$ cat src/rtl/boot_ram_loader.sv
module boot_ram_loader #(
  parameter int NUM_RAMS            = 3,
  parameter int RAM_W [NUM_RAMS]    = '{32, 8, 11},
  parameter int RAM_D [NUM_RAMS]    = '{8, 4, 4},
  parameter int RD_CYCLES           = 4,
  parameter int MAX_W               = 32,
  parameter int ADDR_W              = 3,
  parameter int FADDR_W             = 16
) (
  input  logic                clk,
  input  logic                rst_n,
  output logic                bus_req,
  input  logic                bus_gnt,
  output logic                fl_rd,
  output logic [FADDR_W-1:0]  fl_addr,
  input  logic [7:0]          fl_data,
  output logic [NUM_RAMS-1:0] ram_cs,
  output logic                ram_we,
  output logic [ADDR_W-1:0]   ram_addr,
  output logic [MAX_W-1:0]    ram_wdata,
  output logic                boot_start
);

  function automatic int bytes_of(int w);
    return (w + 7) / 8;
  endfunction

  function automatic int bound_of(int i);
    int s = 0;
    for (int j = 0; j <= i; j++) s += RAM_D[j] * bytes_of(RAM_W[j]);
    return s;
  endfunction

  localparam int MAX_B = bytes_of(MAX_W);
  localparam int LW    = (MAX_B > 1) ? $clog2(MAX_B) : 1;
  localparam int IW    = (NUM_RAMS > 1) ? $clog2(NUM_RAMS) : 1;
  localparam int RW    = (RD_CYCLES > 1) ? $clog2(RD_CYCLES) : 1;

  typedef enum logic [2:0] {S_IDLE, S_REQ, S_LOAD, S_FIN, S_DONE} st_t;

  st_t                  st;
  logic [RW-1:0]        rd_cnt;
  logic [FADDR_W-1:0]   byte_cnt;
  logic [LW-1:0]        lane;
  logic [IW-1:0]        idx, widx_q;
  logic [ADDR_W-1:0]    waddr, wad_q;
  logic [MAX_B*8-1:0]   pack, pack_nx;
  logic                 we_q;
  logic [MAX_W-1:0]     wdata_q;

  logic [FADDR_W-1:0]   bnd       [NUM_RAMS];
  logic [LW-1:0]        last_lane [NUM_RAMS];
  logic [MAX_W-1:0]     wmask     [NUM_RAMS];

  for (genvar g = 0; g < NUM_RAMS; g++) begin : g_ram
    assign bnd[g]       = FADDR_W'(bound_of(g));
    assign last_lane[g] = LW'(bytes_of(RAM_W[g]) - 1);
    assign wmask[g]     = MAX_W'((64'd1 << RAM_W[g]) - 64'd1);
  end

  wire grab     = (st == S_LOAD) && (rd_cnt == RW'(RD_CYCLES - 1));
  wire word_end = (lane == last_lane[idx]);
  wire ram_end  = (byte_cnt + FADDR_W'(1) == bnd[idx]);
  wire last_ram = (idx == IW'(NUM_RAMS - 1));

  always_comb begin
    pack_nx = pack;
    pack_nx[{lane, 3'b000} +: 8] = fl_data;
  end

  always_ff @(posedge clk or negedge rst_n) begin
    if (!rst_n) begin
      st       <= S_IDLE;
      rd_cnt   <= '0;
      byte_cnt <= '0;
      lane     <= '0;
      idx      <= '0;
      widx_q   <= '0;
      waddr    <= '0;
      wad_q    <= '0;
      pack     <= '0;
      we_q     <= 1'b0;
      wdata_q  <= '0;
    end else begin
      we_q <= 1'b0;
      case (st)
        S_IDLE: st <= S_REQ;
        S_REQ:  if (bus_gnt) st <= S_LOAD;
        S_LOAD: begin
          rd_cnt <= grab ? '0 : rd_cnt + RW'(1);
          if (grab) begin
            byte_cnt <= byte_cnt + FADDR_W'(1);
            if (word_end) begin
              we_q    <= 1'b1;
              wdata_q <= pack_nx[MAX_W-1:0] & wmask[idx];
              wad_q   <= waddr;
              widx_q  <= idx;
              waddr   <= waddr + ADDR_W'(1);
              lane    <= '0;
              pack    <= '0;
            end else begin
              lane <= lane + LW'(1);
              pack <= pack_nx;
            end
            if (ram_end) begin
              waddr <= '0;
              if (last_ram) st <= S_FIN;
              else          idx <= idx + IW'(1);
            end
          end
        end
        S_FIN:   st <= S_DONE;
        default: ;
      endcase
    end
  end

  always_comb begin
    ram_cs = '0;
    if (we_q)              ram_cs[widx_q] = 1'b1;
    else if (st == S_LOAD) ram_cs[idx]    = 1'b1;
  end

  assign bus_req    = (st == S_REQ) || (st == S_LOAD) || (st == S_FIN);
  assign fl_rd      = (st == S_LOAD);
  assign fl_addr    = byte_cnt;
  assign ram_we     = we_q;
  assign ram_addr   = wad_q;
  assign ram_wdata  = wdata_q;
  assign boot_start = (st == S_DONE);

endmodule

$ cat config.mk
export PLATFORM = sky130hd
export DESIGN_NAME = boot_ram_loader
export DESIGN_NICKNAME = d
export VERILOG_FILES = /design/src/rtl/boot_ram_loader.sv
export SDC_FILE = /design/constraint.sdc
export NUM_CORES = 1
export LEC_CHECK = 0
export CAP_MARGIN = 25
export CORE_MARGIN = 4
export CORE_UTILIZATION = 50
export CTS_CLUSTER_DIAMETER = 40
export DETAILED_ROUTE_END_ITERATION = 10
export HOLD_SLACK_MARGIN = 0.1
export PLACE_DENSITY = 0.74
export SETUP_SLACK_MARGIN = 0.5
export SYNTH_ARGS = -nofsm -noshare
export SYNTH_HDL_FRONTEND = slang
export SYNTH_SLANG_ARGS = --single-unit
export TNS_END_PERCENT = 20
$ cat constraint.sdc
create_clock -name clk -period 4.03 [get_ports clk]
set_clock_uncertainty 0.2 [all_clocks]
set_input_delay 1.209 -clock clk [delete_from_list [all_inputs] [get_ports clk]]
set_output_delay 1.209 -clock clk [all_outputs]
set_load 0.005 [all_outputs]
# After elaboration in Yosys (flattened, before gate mapping)
# Cells that the tools add are included.
# totals
in_bits	11
output_inout_bits	58
ff_bits	98
# op_classes
n_shift	2
order_cmp	5
n_reduce_logical	13
muxes	29
n_eq_ne	12
add_sub_neg	6
n_bitwise	3
# op_table
cell	n
32-bit two-way mux	3
32-bit binary-select mux with 2-bit select	1
32-bit bitwise AND	1
16-bit binary-select mux with 2-bit select	1
32-bit bitwise mux	1
16-bit two-way mux	2
8-bit by 7-bit variable shift with 32-bit output, first input constant	1
8-bit by 7-bit variable part select with 32-bit output	1
3-bit two-way mux	8
16-bit by 1-bit adder with 16-bit output, second input constant	1
16-bit equality test	1
3-bit case mux with 4 select lines	1
2-bit two-way mux	4
5-bit negator with 7-bit output	1
2-bit by 1-bit adder with 2-bit output, second input constant	3
3-bit by 2-bit equality test with 1-bit output, second input constant	2
2-bit by 3-bit < comparator with 1-bit output, second input constant	2
2-bit by 1-bit inequality test with 1-bit output, second input constant	3
3-bit AND reduction	2
1-bit two-way mux	5
5-bit AND reduction	1
2-bit binary-select mux with 2-bit select	1
1-bit demux with 2-bit select	2
2-bit equality test, second input constant	2
other kinds (16)	20

# Longest topological paths before layout
# depth
depth_word	8
depth_mapped	10

# Worst setup path before layout
# OpenSTA, ideal clock, no wires.
# synth_path
kind	reg2reg
start	reg byte_cnt[0] (netlist: fl_addr[0])
end	reg idx[1]
required_time_ps	3702
arrival_time_ps	2273
n_path_buf	1
setup_slack_ps	1430
period_less_slack_ps	2600
stages_incl_launch_ff	9
cell_sequence	dfrtp_1 -> ha_1 -> clkbuf_1 -> xor2_1 -> or4_1 -> a22oi_2 -> nand4_2 -> nor4_4 -> mux2_1
# synth_via
elab_chain_len	3
# synth_lines
element	line_no	text
start: declaration	43	logic [FADDR_W-1:0] byte_cnt;
start signal: assignment	92	byte_cnt <= byte_cnt + FADDR_W'(1);
16-bit by 1-bit adder with 16-bit output	63	wire ram_end = (byte_cnt + FADDR_W'(1) == bnd[idx]);
16-bit equality test	63	
4-bit AND reduction (no line)	n/a	
end signal: assignment	108	else idx <= idx + IW'(1);
end: declaration	45	logic [IW-1:0] idx, widx_q;
# No other way between the ends.
# A chain may end at the register's enable or synchronous reset.

# Final worst setup path
# layout_path
start	reg idx[0]
end	out ram_cs[2]
# layout_via
elab_chain_len	6
word_cells_on_any_way	7
classes_between	order compare: 2; mux: 4; reduce/logical: 1
# layout_lines
element	line_no	text
2-bit by 3-bit < comparator with 1-bit output (implied by the code) / 2-bit by 1-bit >= comparator with 1-bit output (equally long branches)	121	else if (st == S_LOAD) ram_cs[idx] = 1'b1;
1-bit logical AND (implied by the code)	121	
1-bit two-way mux (implied by the code)	121	
1-bit demux with 2-bit select (*)	121	
3-bit two-way mux (*)	121	
3-bit two-way mux (*)	120	if (we_q) ram_cs[widx_q] = 1'b1;
end: declaration	17	output logic [NUM_RAMS-1:0] ram_cs,
# Every way passes the cells marked *; elsewhere a longest branch is shown, timed or not.

==> run_results.csv <==
group,metric,value,unit
route,drtPass1Iterations,4,
clock_network,cts.sinks,98,
clock_network,clk_latency,360,ps
timing,slew_violations,0,
die,num_rows,35,
hold_path,holdPathStages,2,
clock_network,cts_tree,"done",
die,start_util,51.7,%
pwr,p_leak,0.00250,uW
logic_synthesis,ys_ff_latch,98,
timing,finalCritPeriodShare,83.9,%
run,cap_viol_max_count,0,
timing,rsz0062_at_grt,"false",
logic_synthesis,syn-cell-area,0.00480,mm2
timing,setup-violations-final,0,
place,gp_congestion,0.793,
layout,finalCoreUtilization,62.7,%
worst_setup_path,r2r_end,"idx[1]$_DFFE_PN0P_",
timing,setup_tns,0,ps
die,die_h,106,um
logic_synthesis,syn-num-nets,524,
die,die_x,106,um
pwr,peakVddDrop,155,uV
pwr,comb_power_share,5.3,%
timing,clock.fmax,296,MHz
global_routing,grtUsageTotal,20.5,%
clock_network,root_buffer,"clkbuf_8",
route,vias,3772,
hold_path,hp-class,"register to register",
pwr,p_clk_share,37.3,%
timing,final_hold_viol_count,0,
logic_synthesis,netlist-cell-type-count,45,
global_routing,antenna_found_initial,0,
clock_network,postCtsHoldBufs,0,
route,wire_per_inst,15.7,um
layout,nFillCells,798,
clock_network,cts_buffers,9,
logic_synthesis,syn_area_per_cell,9.59,um2
pwr,p_per_area,301,mW/mm2
logic_synthesis,synth_area_leader_cell,"dfrtp_1",
global_routing,grt_pass1_wl,18.7,mm
layout,drive_above_1_share,6.89,%
place,dp_hpwl,7.79,mm
pwr,seqPwrFrac,57.5,%
route,vias_per_cell,5.43,
timing,period_minus_slack,3380,ps
pwr,switching_power,410,uW
logic_synthesis,yosys-top-cells-count,"dfrtp_1, nand2_1, o21ai_0",
clock_network,clk_pin_slew,90,ps
worst_setup_path,rrSetupSlack,1270,ps
worst_setup_path,setup.worst_path.class,"register to output port",
global_routing,grt_overflow,0,
logic_synthesis,synth_edf_count,0,
hold_path,min_from,"ram_wdata[5]$_DFFE_PN0P_",
logic_synthesis,yosys_warnings,0,
hold_path,hold_end,"ram_wdata[5]$_DFFE_PN0P_",
route,postRouteAntennaNets,0,
logic_synthesis,syn_inst,500,
place,portBuffers,68,
die,dieArea,0.0112,mm2
layout,nets,585,
worst_setup_path,critPathLaunchType,"register",
layout,area.growth.synth_to_final,21.5,%
pwr,p_int,1340,uW
worst_setup_path,endpoint_kind,"output port",
route,drt_iter0_drc,244,
status,status,"finished, final reports clean",
logic_synthesis,async_reset_ff_share,100,%
logic_synthesis,ys_top_cells_by_area,"dfrtp_1, nand2_1, o21ai_0, nor2b_1, a22o_1",
worst_setup_path,crit_fanout,5,
worst_setup_path,r2r_cells,8,
die,core,0.00928,mm2
clock_network,clk_path_buf_depth,2,
timing,setup_ws,650,ps
route,drc,0,
layout,n_antenna_cell,0,
logic_synthesis,synth_flop_cell,"dfrtp_1",
route,routed_wl,10.9,mm
global_routing,grt_pass1_vias,3732,
timing,holdWs,284,ps
die,io_pins,69,
timing,slew_headroom,38.2,%
pwr,total_power,1750,uW
logic_synthesis,synth.top_cell.area_share,51.1,%
logic_synthesis,yosysSeqAreaShare,51.1,%
timing,worst_pin_slew,920,ps
clock_network,h-tree-depth,3,
logic_synthesis,synth_most_common_cell,"dfrtp_1",
worst_setup_path,arrival,1970,ps
pwr,swShare,23.4,%
worst_setup_path,required,2620,ps
global_routing,grt_max_degree,55,
place,dpl_worst_slack,946,ps
worst_setup_path,r2r_start,"idx[0]$_DFFE_PN0P_",
[routing by layer]
layer | part of all wire [%] | wire length (um) | GRT usage [%]
met5 | 0 | 0 | 0
met4 | 1.3 | 137 | 6.01
met3 | 3.9 | 422 | 3.28
met2 | 48 | 5220 | 32.6
met1 | 47 | 5110 | 29.3
[worst max-delay path by stage]
stage	startpoint	endpoint	slack [ps]	depth (start not counted)
detailed placement	idx[0]$_DFFE_PN0P_	ram_cs[2]	950	5
floorplan	fl_addr[0]$_DFFE_PN0P_	idx[1]$_DFFE_PN0P_	1430	8
global route	st[0]$_DFFE_PN0P_	ram_cs[2]	520	4
finish	idx[0]$_DFFE_PN0P_	ram_cs[2]	650	5
global placement	idx[0]$_DFFE_PN0P_	ram_cs[2]	1030	5
CTS	idx[0]$_DFFE_PN0P_	ram_cs[2]	560	5
[cell type report]
| type | instances | area (um2) | area share (%) |
|---|---|---|---|
| clock buffers | 10 | 128 | 2.19 |
| clock inverters | 6 | 73.8 | 1.27 |
| inverters | 10 | 37.5 | 0.644 |
| multi-input cells | 366 | 2210 | 37.9 |
| flip-flops and latches | 98 | 2450 | 42.1 |
| well taps | 129 | 161 | 2.77 |
| repair buffers | 76 | 763 | 13.1 |
[sequential cells by signal (all words and copies together), names as in the netlist]
register / flops
waddr: 3
widx_q: 2
st: 3
idx: 2
fl_addr: 16
ram_wdata: 32
ram_we: 1
rd_cnt: 2
pack: 32
lane: 2
ram_addr: 3
[layout by cell type, fill, tap and decap left out, types with 2 or more instances in the layout]
| master | netlist | final |
|---|---|---|
| dfrtp_1 | 98 | 98 |
| nand2_1 | 84 | 83 |
| clkdlybuf4s50_1 | 0 | 67 |
| o21ai_0 | 43 | 43 |
| nor2_1 | 37 | 37 |
| nor2b_1 | 34 | 34 |
| a21oi_1 | 33 | 33 |
| a22o_1 | 21 | 21 |
| xnor2_1 | 18 | 18 |
| o31ai_1 | 13 | 13 |
| nor3_1 | 12 | 12 |
| ha_1 | 13 | 12 |
| xor2_1 | 11 | 11 |
| inv_1 | 10 | 10 |
| clkbuf_8 | 0 | 9 |
| buf_4 | 0 | 7 |
| nand3_1 | 6 | 6 |
| nand4_1 | 4 | 4 |
| mux2_2 | 3 | 3 |
| o22ai_1 | 3 | 3 |
| nand4_2 | 2 | 2 |
| nand2b_1 | 2 | 2 |
| nor4_1 | 2 | 2 |
| or2_2 | 2 | 2 |
| nor4b_1 | 2 | 2 |
| nand3b_1 | 2 | 2 |
| inv_6 | 0 | 2 |
| clkinvlp_4 | 0 | 2 |
| buf_12 | 0 | 2 |
[critical path, stage by stage, from the launching register on]
cell	delay, ps
dfrtp_1	440
inv_1	150
ha_2	290
nand2_1	70
o21ai_0	150
clkdlybuf4s50_1	520
[power by group through the flow]
| stage | registers, uW | clock network, uW | logic, uW |
|---|---|---|---|
| floorplan | 1030 | 0 | 17.2 |
| global route | 1010 | 709 | 102 |
| CTS | 1010 | 666 | 95.2 |
| global placement | 1030 | 0 | 93.6 |
| finish | 1010 | 654 | 92.3 |
| detailed placement | 1030 | 0 | 94.7 |
[what timing repair did]
item,CTS,global route
buffers inserted,0,0
gates resized for setup,0,1
endpoints found under the setup margin,0,1
[through the flow]
step | std cells | area (um2)
6_report | 695 | 5830
5_1_grt | 695 | 5830
4_1_cts | 695 | 5820
3_5_place_dp | 679 | 5620
3_3_place_gp | 679 | 5620
2_1_floorplan | 500 | 4800
[logic make-up after synthesis]
family / synth area share [%]
AO/OA/AOI/OAI: 15.8
XOR/XNOR: 5.30
adder cells (fa/ha/maj): 3.39
buffers and inverters: 2.90
flip-flops: 51.1
multiplexers: 0.939
AND/OR/NAND/NOR: 20.5
(Power assumes the default switching activity.)
